## config.mk

```make
export PLATFORM = sky130hd
export DESIGN_NAME = gpio_altfn_port
export DESIGN_NICKNAME = d
export VERILOG_FILES = /design/src/rtl/gpio_altfn_pkg.sv /design/src/rtl/gpio_port_regs.sv /design/src/rtl/gpio_altfn_map.sv /design/src/rtl/gpio_pin_cell.sv /design/src/rtl/gpio_pin_change.sv /design/src/rtl/gpio_altfn_port.sv
export SDC_FILE = /design/constraint.sdc
export NUM_CORES = 1
export LEC_CHECK = 0
export ABC_AREA = 1
export BUFFER_PORTS_ARGS = -buffer_cell sky130_fd_sc_hd__buf_2
export CAP_MARGIN = 0
export CORE_MARGIN = 5
export CORE_UTILIZATION = 40
export DETAILED_ROUTE_END_ITERATION = 7
export PLACE_DENSITY_LB_ADDON = 0.08
export SLEW_MARGIN = 10
export SYNTH_ARGS = -nofsm -noshare
export SYNTH_HDL_FRONTEND = slang
export SYNTH_SLANG_ARGS = --single-unit
```

## constraint.sdc

```tcl
create_clock -name clk -period 1 [get_ports clk]
set_clock_uncertainty 0.05 [all_clocks]
set_input_delay 0.05 -clock clk [delete_from_list [all_inputs] [get_ports clk]]
set_output_delay 0.05 -clock clk [all_outputs]
set_load 0.02 [all_outputs]
```

## src/rtl/gpio_altfn_pkg.sv

```systemverilog
package gpio_altfn_pkg;

   localparam int PORT_W   = 8;
   localparam int CMP_CH   = 5;
   localparam int ADDR_W   = 2;

   localparam int CTRL_GRP  = 0;
   localparam int CTRL_PUD  = 1;
   localparam int CTRL_GATE = 2;
   localparam int CTRL_CLR  = 7;

   typedef enum logic [ADDR_W-1:0] {
      SEL_DIR   = 2'd0,
      SEL_LATCH = 2'd1,
      SEL_MASK  = 2'd2,
      SEL_CTRL  = 2'd3
   } reg_sel_e;

   typedef struct packed {
      logic en;
      logic val;
   } ovr_pair_t;

   typedef struct packed {
      ovr_pair_t pu;
      ovr_pair_t dd;
      ovr_pair_t pv;
      ovr_pair_t die;
   } pin_ovr_t;

   typedef enum logic [2:0] {
      ROLE_CMP_DUAL,
      ROLE_CMP,
      ROLE_SPI_DIN,
      ROLE_SPI_DOUT,
      ROLE_SPI_CLK,
      ROLE_SPI_SEL
   } pin_role_e;

   function automatic pin_role_e role_of(input int idx);
      case (idx)
         7:       return ROLE_CMP_DUAL;
         6, 5, 4: return ROLE_CMP;
         3:       return ROLE_SPI_DIN;
         2:       return ROLE_SPI_DOUT;
         1:       return ROLE_SPI_CLK;
         default: return ROLE_SPI_SEL;
      endcase
   endfunction

endpackage

```

## src/rtl/gpio_port_regs.sv

```systemverilog
module gpio_port_regs
   import gpio_altfn_pkg::*;
#(
   parameter int W = PORT_W
) (
   input  logic              clk,
   input  logic              rst_n,
   input  logic              wr_en,
   input  logic [ADDR_W-1:0] wr_addr,
   input  logic [W-1:0]      wr_data,
   output logic [W-1:0]      dir_q,
   output logic [W-1:0]      latch_q,
   output logic [W-1:0]      mask_q,
   output logic              grp_en_q,
   output logic              pud_q,
   output logic              gate_q,
   output logic              clr_pulse
);

   logic unused_ctrl_bits;
   assign unused_ctrl_bits = ^wr_data[CTRL_CLR-1:CTRL_GATE+1];

   always_ff @(posedge clk or negedge rst_n) begin
      if (!rst_n) begin
         dir_q    <= '0;
         latch_q  <= '0;
         mask_q   <= '0;
         grp_en_q <= 1'b0;
         pud_q    <= 1'b0;
         gate_q   <= 1'b0;
      end else if (wr_en) begin
         case (reg_sel_e'(wr_addr))
            SEL_DIR:   dir_q   <= wr_data;
            SEL_LATCH: latch_q <= wr_data;
            SEL_MASK:  mask_q  <= wr_data;
            default: begin
               grp_en_q <= wr_data[CTRL_GRP];
               pud_q    <= wr_data[CTRL_PUD];
               gate_q   <= wr_data[CTRL_GATE];
            end
         endcase
      end
   end

   assign clr_pulse = wr_en && (reg_sel_e'(wr_addr) == SEL_CTRL) && wr_data[CTRL_CLR];

endmodule

```

## src/rtl/gpio_altfn_map.sv

```systemverilog
module gpio_altfn_map
   import gpio_altfn_pkg::*;
#(
   parameter int W    = PORT_W,
   parameter int N_CMP = CMP_CH
) (
   input  logic [W-1:0]     latch_q,
   input  logic [W-1:0]     mask_q,
   input  logic             grp_en,
   input  logic             pud,
   input  logic [N_CMP-1:0] cmp_en,
   input  logic [N_CMP-1:0] cmp_val,
   input  logic             spi_en,
   input  logic             spi_master,
   input  logic             spi_mosi_o,
   input  logic             spi_sck_o,
   input  logic             spi_miso_o,
   output pin_ovr_t [W-1:0] ovr
);

   logic master_on;
   logic slave_on;
   assign master_on = spi_en & spi_master;
   assign slave_on  = spi_en & ~spi_master;

   for (genvar i = 0; i < W; i++) begin : g_pin
      localparam pin_role_e ROLE = role_of(i);
      localparam int        CH   = (W - i < N_CMP) ? W - i : N_CMP - 1;
      logic force_in;
      logic pv_en;
      logic pv_val;

      case (ROLE)
         ROLE_CMP_DUAL: begin : g_dual
            assign force_in = 1'b0;
            assign pv_en    = cmp_en[0] | cmp_en[1];
            assign pv_val   = cmp_en[0] ? cmp_val[0] : cmp_val[1];
         end
         ROLE_CMP: begin : g_cmp
            assign force_in = 1'b0;
            assign pv_en    = cmp_en[CH];
            assign pv_val   = cmp_val[CH];
         end
         ROLE_SPI_DIN: begin : g_din
            assign force_in = master_on;
            assign pv_en    = slave_on;
            assign pv_val   = spi_miso_o;
         end
         ROLE_SPI_DOUT: begin : g_dout
            assign force_in = slave_on;
            assign pv_en    = master_on;
            assign pv_val   = spi_mosi_o;
         end
         ROLE_SPI_CLK: begin : g_clk
            assign force_in = slave_on;
            assign pv_en    = master_on;
            assign pv_val   = spi_sck_o;
         end
         default: begin : g_sel
            assign force_in = slave_on;
            assign pv_en    = 1'b0;
            assign pv_val   = 1'b0;
         end
      endcase

      assign ovr[i] = '{pu:  '{en: force_in, val: latch_q[i] & ~pud},
                        dd:  '{en: force_in, val: 1'b0},
                        pv:  '{en: pv_en,    val: pv_val},
                        die: '{en: mask_q[i] & grp_en, val: 1'b1}};
   end

endmodule

```

## src/rtl/gpio_pin_cell.sv

```systemverilog
module gpio_pin_cell
   import gpio_altfn_pkg::*;
(
   input  logic     dir,
   input  logic     latch,
   input  logic     pud,
   input  logic     gate,
   input  pin_ovr_t ovr,
   input  logic     pad_di,
   output logic     pad_oe,
   output logic     pad_do,
   output logic     pad_pu,
   output logic     din
);

   logic pu_reg;
   logic die;

   assign pu_reg = ~dir & latch & ~pud;
   assign pad_oe = ovr.dd.en  ? ovr.dd.val  : dir;
   assign pad_do = ovr.pv.en  ? ovr.pv.val  : latch;
   assign pad_pu = ovr.pu.en  ? ovr.pu.val  : pu_reg;
   assign die    = ovr.die.en ? ovr.die.val : ~gate;
   assign din    = pad_di & die;

endmodule

```

## src/rtl/gpio_pin_change.sv

```systemverilog
module gpio_pin_change #(
   parameter int W      = 8,
   parameter int STAGES = 2
) (
   input  logic         clk,
   input  logic         rst_n,
   input  logic [W-1:0] din,
   input  logic [W-1:0] mask_q,
   input  logic         grp_en,
   input  logic         clr_pulse,
   output logic [W-1:0] sync_q,
   output logic         chg_hit,
   output logic         chg_flag
);

   logic [W-1:0] stage_q [STAGES];
   logic [W-1:0] prev_q;

   always_ff @(posedge clk or negedge rst_n) begin
      if (!rst_n) begin
         for (int k = 0; k < STAGES; k++) stage_q[k] <= '0;
         prev_q   <= '0;
         chg_flag <= 1'b0;
      end else begin
         stage_q[0] <= din;
         for (int k = 1; k < STAGES; k++) stage_q[k] <= stage_q[k-1];
         prev_q <= stage_q[STAGES-1];
         if (chg_hit)        chg_flag <= 1'b1;
         else if (clr_pulse) chg_flag <= 1'b0;
      end
   end

   assign sync_q  = stage_q[STAGES-1];
   assign chg_hit = grp_en & |(mask_q & (sync_q ^ prev_q));

endmodule

```

## src/rtl/gpio_altfn_port.sv

```systemverilog
module gpio_altfn_port
   import gpio_altfn_pkg::*;
#(
   parameter int SYNC_STAGES = 2,
   parameter int W           = PORT_W,
   parameter int N_CMP       = CMP_CH
) (
   input  logic              clk,
   input  logic              rst_n,
   input  logic              wr_en,
   input  logic [ADDR_W-1:0] wr_addr,
   input  logic [W-1:0]      wr_data,
   output logic [W-1:0]      dir_q,
   output logic [W-1:0]      latch_q,
   output logic [W-1:0]      mask_q,
   output logic [W-1:0]      pin_sync,
   output logic              chg_flag,
   input  logic [N_CMP-1:0]  cmp_en,
   input  logic [N_CMP-1:0]  cmp_val,
   input  logic              spi_en,
   input  logic              spi_master,
   input  logic              spi_mosi_o,
   input  logic              spi_sck_o,
   input  logic              spi_miso_o,
   output logic              spi_miso_i,
   output logic              spi_mosi_i,
   output logic              spi_sck_i,
   output logic              spi_ss_n_i,
   output logic              spi_slave_sel,
   input  logic [W-1:0]      pad_di,
   output logic [W-1:0]      pad_oe,
   output logic [W-1:0]      pad_do,
   output logic [W-1:0]      pad_pu
);

   if (SYNC_STAGES < 2) begin : g_bad_sync
      $error("gpio_altfn_port: SYNC_STAGES must be at least 2");
   end
   if (W != PORT_W) begin : g_bad_width
      $error("gpio_altfn_port: pin roles are fixed for an 8-pin port");
   end
   if (N_CMP != CMP_CH) begin : g_bad_cmp
      $error("gpio_altfn_port: five compare channels are required");
   end

   logic             grp_en_q;
   logic             pud_q;
   logic             gate_q;
   logic             clr_pulse;
   logic             chg_hit;
   logic [W-1:0]     din;
   pin_ovr_t [W-1:0] ovr;

   gpio_port_regs #(.W(W)) i_regs (
      .clk       (clk),
      .rst_n     (rst_n),
      .wr_en     (wr_en),
      .wr_addr   (wr_addr),
      .wr_data   (wr_data),
      .dir_q     (dir_q),
      .latch_q   (latch_q),
      .mask_q    (mask_q),
      .grp_en_q  (grp_en_q),
      .pud_q     (pud_q),
      .gate_q    (gate_q),
      .clr_pulse (clr_pulse)
   );

   gpio_altfn_map #(.W(W), .N_CMP(N_CMP)) i_map (
      .latch_q    (latch_q),
      .mask_q     (mask_q),
      .grp_en     (grp_en_q),
      .pud        (pud_q),
      .cmp_en     (cmp_en),
      .cmp_val    (cmp_val),
      .spi_en     (spi_en),
      .spi_master (spi_master),
      .spi_mosi_o (spi_mosi_o),
      .spi_sck_o  (spi_sck_o),
      .spi_miso_o (spi_miso_o),
      .ovr        (ovr)
   );

   for (genvar i = 0; i < W; i++) begin : g_cell
      gpio_pin_cell i_cell (
         .dir    (dir_q[i]),
         .latch  (latch_q[i]),
         .pud    (pud_q),
         .gate   (gate_q),
         .ovr    (ovr[i]),
         .pad_di (pad_di[i]),
         .pad_oe (pad_oe[i]),
         .pad_do (pad_do[i]),
         .pad_pu (pad_pu[i]),
         .din    (din[i])
      );
   end

   gpio_pin_change #(.W(W), .STAGES(SYNC_STAGES)) i_pchg (
      .clk       (clk),
      .rst_n     (rst_n),
      .din       (din),
      .mask_q    (mask_q),
      .grp_en    (grp_en_q),
      .clr_pulse (clr_pulse),
      .sync_q    (pin_sync),
      .chg_hit   (chg_hit),
      .chg_flag  (chg_flag)
   );

   assign spi_miso_i    = pin_sync[3];
   assign spi_mosi_i    = pin_sync[2];
   assign spi_sck_i     = pin_sync[1];
   assign spi_ss_n_i    = pin_sync[0];
   assign spi_slave_sel = spi_en & ~spi_master & ~pin_sync[0];

endmodule

```

==> After elaboration in Yosys (flattened, before gate mapping) <==
Cells that the tools add are included.
W data, S select, Z words.
{ "totals": {"regBits": 52, "in_bits": 36, "output_inout_bits": 62, "word_cells": 105} }
{ "op_classes": {"eq_ne": 3, "n_mux": 26, "n_bitwise": 56, "reduce_logical": 10} }
{ "op_table": {"columns": ["cell", "n"], "rows": [
  ["$and A1 B1 Y1", 40],
  ["$mux W1", 26],
  ["$not A1 Y1", 13],
  ["$and A8 B8 Y8", 1],
  ["$reduce_and A2 Y1", 4],
  ["$reduce_or A8 Y1", 1],
  ["$xor A8 B8 Y8", 1],
  ["$eq A2 B2 Y1 const B", 2],
  ["$reduce_or A3 Y1", 1],
  ["$eq A2 B1 Y1 const B", 1],
  ["$logic_and A1 B1 Y1", 2],
  ["$logic_not A2 Y1", 1],
  ["$reduce_bool A2 Y1", 1],
  ["$or A1 B1 Y1", 1]
]} }

==> Logic depth before layout (Yosys ltp) <==
Gate-level depths: netlist of run 1.
{ "depth": {"ltp_word": 5, "depth_mapped": 8} }

==> Hierarchy <==
A second synthesis of run 1 with hierarchy kept.
{ "hier_totals": {"cells_unflattened": 437, "hier_area_um2": 3143.0} }
{ "by_module_without_submodules": {"columns": ["module", "n_inst", "cells_per_inst", "area_each_um2", "seq_area_each_um2"], "rows": [
  ["gpio_port_regs", 1, 124, 1134.8, 675.6],
  ["gpio_pin_change", 1, 85, 895.9, 625.6],
  ["gpio_altfn_map", 1, 93, 568.0, 0.0],
  ["gpio_pin_cell", 8, 16, 62.6, 0.0],
  ["gpio_altfn_port", 1, 7, 43.8, 0.0]
]} }

==> Worst setup path before layout of run 1 <==
OpenSTA, ideal clock, no wires.
{ "synth_timing": {"kind": "reg-to-output", "startpoint": "reg i_pchg.stage_q (netlist bit i_pchg.sync_q[0])", "endpoint": "out spi_slave_sel", "arrival_ps": 1004, "t_required_ps": 900, "path_slack_ps": -104, "stages_incl_launch_ff": 2, "path_buffers": 0, "cell_sequence": "dfrtp_1 -> nor3_1"} }
{ "synth_between": {"elab_chain_cells": 2} }
{ "synth_lines": {"columns": ["element", "line_no", "text"], "rows": [
  ["start: declaration", "gpio_pin_change.sv:16", "logic [W-1:0] stage_q [STAGES];"],
  ["$not A1 Y1", "gpio_altfn_port.sv:115", "assign spi_slave_sel = spi_en & ~spi_master & ~pin_sync[0];"],
  ["$and A1 B1 Y1", "gpio_altfn_port.sv:115", null],
  ["end: declaration", "gpio_altfn_port.sv:29", "output logic spi_slave_sel,"]
]} }
Every way passes these cells.

==> Final worst setup path of run 1 <==
{ "layout_timing": {"startpoint": "reg i_regs.pud_q", "endpoint": "out pad_pu[0]"} }
{ "layout_between": {"elab_chain_cells": 3} }
{ "layout_lines": {"columns": ["element", "line_no", "text"], "rows": [
  ["start: declaration", "gpio_port_regs.sv:15", "output logic pud_q,"],
  ["start signal: assignment", "gpio_port_regs.sv:38", "pud_q <= wr_data[CTRL_PUD];"],
  ["$not A1 Y1 *", "gpio_altfn_map.sv:66, gpio_pin_cell.sv:19", null],
  ["$and A1 B1 Y1, on equally long branches", "gpio_pin_cell.sv:19, gpio_altfn_map.sv:66", null],
  ["$mux W1 *", "gpio_pin_cell.sv:22", "assign pad_pu = ovr.pu.en ? ovr.pu.val : pu_reg;"],
  ["end: declaration", "gpio_altfn_port.sv:33", "output logic [W-1:0] pad_pu"]
]} }
Every way passes the cells marked *; elsewhere a longest branch is shown, timed or not.

==> metrics.cfg, run 1 <==
[flow_run]
maxCapViolations=0

[critical_path]
cp_data_arrival_time_ns=1.22
path_max_fanout=4
crit_type=flip-flop to primary output
end_kind=primary output
cp-start-kind=flip-flop
cp.required_ns=0.90

[timing]
timing.final.crit_share=1.32
drv_slew=0
fin_crit_ns=1.32
worst_pin_slew_ns=0.373
fmax_ghz=0.756
slew_headroom=0.751
whs_ns=0.0130
rsz0062_at_grt=true
fin_ws_ns=-0.324
hold_viol=0
setup_viol=58
fin_tns_setup_ns=-6.67

[cells_and_area]
fin_cells=476
drive_gt1_frac=0.514
multiInputGateArea_um2=773
nets=434
seq_area_mm2=0.00131
fill_cells=543
antenna_cells=0
syn2layout_area_growth_pct=55.7

[route]
vias_per_cell=4.42
drt_iter0_drc=77
dr.pass1.iters=4
top_layer=met4
route.met2.wl_mm=3.18
detail-route-antenna-nets=0
route.met3.wl_um=415
wl_mm=6.40
wl_per_cell_um=13.4
drt-met1-wl_mm=2.75
vias=2102
drc=0

[logic_synthesis]
syn-cell-area_mm2=0.00253
yosys.area.top_type=dfrtp_1
synthArstFlopShare=1.00
ys_top_cells_by_count=66 x nand2_1, 52 x dfrtp_1, 48 x buf_4
synth_edf_count=0
avgSynthCellArea_um2=8.93
ys_ff_latch=52
yosysMostFrequentCell=nand2_1
synth.distinct_cells=18
synthCells=283
syn-num-nets=319
synth.area.top_cells=dfrtp_1 51%, buf_4 14%, nand2_1 9.8%
synth_top_area_frac=0.515
ys_seq_area_frac=0.515
synth_warnings=0
synth_top_flop_cell=dfrtp_1

[placed_design]
place.gp.congestion=0.705
post-dp-hpwl_mm=4.12
place_inst=426
port_buffers=97

[grt]
gr-total-overflow=0
grt_max_degree=53
grt.total_usage=0.157
grt_pass1_wl_mm=9.52
antenna_found_initial=0
grt_pass1_vias=1982

[floorplanning]
start_util=0.405
die_w_um=89.5
dieArea_mm2=0.00801
core_mm2=0.00624
die_h_um=89.5
ioPinCount=98
rows=29

[clock_tree]
htreeDepth=2
cts_tree=built
clk_pin_slew_ns=0.10
clk_latency_ns=0.30
cts_root_buffer=clkbuf_8
cts.path.max_buffers=2
cts_sinks=52
cts_inserted_buffers=5

[power_and_ir_drop]
ir_drop_uv=976
p_leak_uw=0.00203
p_per_area_mw_per_mm2=1820

[min_path]
hp-class=input port to flip-flop

[run_status]
violations=setup timing
status=finished with violations

==> state kept, by name, summed over array words and instances, names as in the netlist <==
register and count:
i_pchg.chg_flag 1, i_pchg.prev_q 8, i_pchg.stage_q 8, i_pchg.sync_q 8
i_regs.dir_q 8, i_regs.gate_q 1, i_regs.grp_en_q 1, i_regs.latch_q 8
i_regs.mask_q 8, i_regs.pud_q 1
==> per-layer routing <==
| metal | vias up | track usage |
|---|---|---|
| met5 | - | 0 |
| met4 | 0 | 0.0474 |
| met3 | 4 | 0.0415 |
| met2 | 69 | 0.251 |
| met1 | 964 | 0.210 |
| li1 | 1065 | - |
==> through the flow <==
step | utilization | instance area [um2] | total power [uW] | setup slack, ns
after floorplan | - | 2540 | 4010 | -0.0379
after global placement | 0.466 | 2910 | 4380 | -0.0958
after detailed placement | 0.466 | 2910 | 4400 | -0.125
after CTS | 0.598 | 3730 | 6940 | -0.320
after global routing | 0.631 | 3940 | 7560 | -0.401
final | 0.631 | 3940 | 7150 | -0.324
==> worst max-delay path: stages (launching register included) <==
cell,delay (ns)
dfrtp_2,0.45
buf_12,0.15
nor3b_2,0.16
buf_4,0.16
==> final cells by class <==
class                           count  area share
Timing Repair Buffer              161       0.374
Sequential cell                    52       0.333
Multi-Input combinational cell    139       0.197
Inverter                           39      0.0372
Tap cell                           77      0.0245
Clock buffer                        5      0.0175
Clock inverter                      3      0.0175
==> final timing paths <==
check / start / end / slack (ns) / depth (start not counted)
min in group asynchronous: rst_n / i_pchg.sync_q[5] / 0.20 / 3
worst max register to register: i_pchg.sync_q[0] / i_pchg.chg_flag / -0.18 / 9
worst max-delay path: i_regs.pud_q / pad_pu[0] / -0.32 / 3
max in group asynchronous: rst_n / i_pchg.sync_q[1] / 0.44 / 3
worst min register to register: i_pchg.stage_q[15] / i_pchg.sync_q[7] / 0.31 / 0
worst min-delay path: wr_data[3] / i_regs.latch_q[3] / 0.01 / 3
==> placed cells by master (no fill, tap or decap), types with 5 or more instances in the layout <==
master and n:
dfrtp_1 45, nand3_1 9, buf_2 36, inv_2 9, clkbuf_8 5, buf_4 35
dfrtp_2 7, dlygate4sd3_1 9, o21ai_2 11, nor3_2 5, a21boi_0 6, nand2_1 66
buf_6 78, inv_1 30, o21ai_1 19
==> kinds of logic after synthesis <==
family | count (synthesis) | share of synthesized area
AND/OR/NAND/NOR | 96 | 0.162
flip-flops | 52 | 0.515
AO/OA/AOI/OAI | 43 | 0.106
buffers and inverters | 92 | 0.217
==> report_power, final <==
group	switching, uW	total [uW]	internal, uW
logic	1290	2750	1460
registers	274	2680	2410
clock network	710	1720	1010
total	2270	7150	4880
==> repair_timing <==
item                                    CTS  global route
endpoints found under the setup margin   51            65
hold buffers                              9             0
buffers inserted                         27             8
endpoints found under the hold margin    60             0
gates resized for setup                 132            50
pin swaps                                13             5
Note: power is estimated with default switching activity, not from simulation.
==> run 2: changes to the inputs <==
--- a/config.mk
+++ b/config.mk
@@ -9,7 +9,7 @@
 export BUFFER_PORTS_ARGS = -buffer_cell sky130_fd_sc_hd__buf_2
 export CAP_MARGIN = 0
 export CORE_MARGIN = 5
-export CORE_UTILIZATION = 40
+export CORE_UTILIZATION = 49
 export DETAILED_ROUTE_END_ITERATION = 7
 export PLACE_DENSITY_LB_ADDON = 0.08
 export SLEW_MARGIN = 10
==> metrics.cfg, run 2 (synthesis results as in run 1) <==
[run_status]
status=finished with violations
violations=setup timing

[power_and_ir_drop]
p_per_area_mw_per_mm2=1790  ; -1.4%
total_power_uw=6840  ; -4.4%
ir_drop_uv=1050  ; +8.1%
power.share.combinational=0.388  ; +0.003
p_clk_frac=0.218  ; -0.022
p_leak_uw=0.00198  ; -2.8%
p_switching_uw=2240  ; -1.2%
power.internal_uw=4590  ; -5.8%
seq_power_share=0.393  ; +0.018
p_sw_frac=0.328  ; +0.0105

[critical_path]
crit_type=flip-flop to primary output
end_kind=primary output
cp_data_arrival_time_ns=1.22  ; about the same
cp.required_ns=0.90  ; about the same
rr_worst_depth=9  ; unchanged
reg2reg_from=i_pchg.sync_q[0]
path_max_fanout=5  ; +1
ff2ff_setup_slack_ns=-0.18  ; about the same
r2r_end=i_pchg.chg_flag
cp-start-kind=flip-flop

[cells_and_area]
fin_cells=462  ; -2.9%
final_cell_mix=73 x buf_6, 66 x nand2_1, 45 x dfrtp_1
multiInputGateArea_um2=797  ; +3.1%
syn2layout_area_growth_pct=50.9
antenna_cells=0  ; unchanged
nets=427  ; -1.6%
final_common_cell=buf_6
seq_area_mm2=0.00131  ; unchanged
fill_cells=368  ; -32%
drive_gt1_frac=0.515  ; +0.00152

[grt]
grt_max_degree=29  ; -45%
grt_pass1_vias=2081  ; +5.0%
gr-total-overflow=0  ; unchanged
grt_pass1_wl_mm=9.85  ; +3.6%
grt.total_usage=0.198  ; +0.0410
antenna_found_initial=0  ; unchanged

[min_path]
hold_path_end=i_regs.dir_q[2]
min_from=wr_data[2]
hp-class=input port to flip-flop
whs_path_depth=3  ; unchanged

[timing]
fin_ws_ns=-0.316  ; +0.00740 ns
fmax_ghz=0.760  ; +0.56%
rsz0062_at_grt=true
whs_ns=0.0126  ; -0.000453 ns
worst_pin_slew_ns=0.404  ; +0.0310 ns
fin_crit_ns=1.32  ; -0.00740 ns
setup_viol=53  ; -8.6%
hold_viol=0  ; unchanged
slew_headroom=0.730  ; -0.0207
timing.final.crit_share=1.32  ; -0.00740
drv_slew=0  ; unchanged

[flow_run]
maxCapViolations=0  ; unchanged

[floorplanning]
die_h_um=81.8  ; -8.6%
ioPinCount=98  ; unchanged
dieArea_mm2=0.00669  ; -16%
start_util=0.498  ; +0.0931
die_w_um=81.8  ; -8.6%
rows=26  ; -10%
core_mm2=0.00507  ; -19%

[route]
vias=2097  ; -0.24%
wl_per_cell_um=13.9  ; +3.5%
detail-route-antenna-nets=0  ; unchanged
drc=0  ; unchanged
dr.pass1.iters=4  ; unchanged
wl_mm=6.43  ; +0.50%
drt_iter0_drc=78  ; +1.3%
vias_per_cell=4.54  ; +2.8%

[placed_design]
place_inst=417  ; -2.1%
post-dp-hpwl_mm=4.04  ; -1.9%
place.gp.congestion=0.727  ; +3.2%
place_worst_setup_slack_ns=-0.102  ; +0.0227 ns
port_buffers=97  ; unchanged

[clock_tree]
cts_inserted_buffers=5  ; unchanged
clk_pin_slew_ns=0.09  ; about the same
htreeDepth=2  ; unchanged
cts.path.max_buffers=2  ; unchanged
cts_sinks=52  ; unchanged
cts_root_buffer=clkbuf_8
clk_latency_ns=0.30  ; about the same
cts_tree=built

-- run 2: cell count changes in the layout (fill, tap and decap cells not counted), moves of 3 or more --
cell,change
buf_2,+4
buf_12,-3
buf_6,-5
buf_4,-3
o21ai_1,-3
o21ai_2,+3
-- run 2: critical path, cell delays in order, from the launching register on --
cell and delay [ns]:
dfrtp_2 0.42, buf_6 0.14, nor3_2 0.17, buf_4 0.17
-- run 2: layout make-up --
cell class	count	area share
Clock buffer	6	0.0216
Multi-Input combinational cell	139	0.209
Sequential cell	52	0.343
Timing Repair Buffer	154	0.355
Inverter	39	0.0384
Tap cell	70	0.0230
Clock inverter	2	0.0102
-- run 2: how the worst max path moves through the flow --
stage | startpoint | end | slack (ns) | cells past startpoint
2_1_floorplan | i_pchg.sync_q[1] | i_pchg.chg_flag | -0.04 | 8
3_3_place_gp | i_pchg.sync_q[1] | i_pchg.chg_flag | -0.08 | 8
3_5_place_dp | i_pchg.sync_q[3] | i_pchg.chg_flag | -0.10 | 8
4_1_cts | i_regs.pud_q | pad_pu[7] | -0.29 | 3
5_1_grt | i_regs.pud_q | pad_pu[3] | -0.38 | 3
6_report | i_regs.pud_q | pad_pu[3] | -0.32 | 3
-- run 2: through the flow --
step | utilization | cell area, um2 | TNS (ns)
finish | 0.752 | 3810 | -5.99
global route | 0.752 | 3810 | -8.87
CTS | 0.709 | 3600 | -5.61
detailed placement | 0.563 | 2860 | -0.316
global placement | 0.563 | 2860 | -0.156
floorplan | - | 2540 | -0.0379
-- run 2: routing by layer --
metal	part of all wire	vias up	GRT usage
met5	0	-	0
met4	0.021	0	0.0731
met3	0.072	11	0.0428
met2	0.50	75	0.338
met1	0.40	958	0.247
li1	-	1053	-
-- run 2: repair_timing --
| item | CTS | global route |
|---|---|---|
| endpoints found under the setup margin | 45 | 65 |
| endpoints found under the hold margin | 60 | 0 |
| setup buffers | 24 | 5 |
| pin swaps | 13 | 3 |
| cloned | 0 | 0 |
| hold buffers | 9 | 0 |
| gates resized for setup | 122 | 56 |
-- run 2: power by group through the flow --
stage	combinational (uW)	clock (uW)	sequential, uW
2_1_floorplan	1270	0	2740
3_3_place_gp	1660	0	2690
3_5_place_dp	1680	0	2700
4_1_cts	2390	1530	2650
5_1_grt	2860	1630	2730
6_report	2660	1490	2690
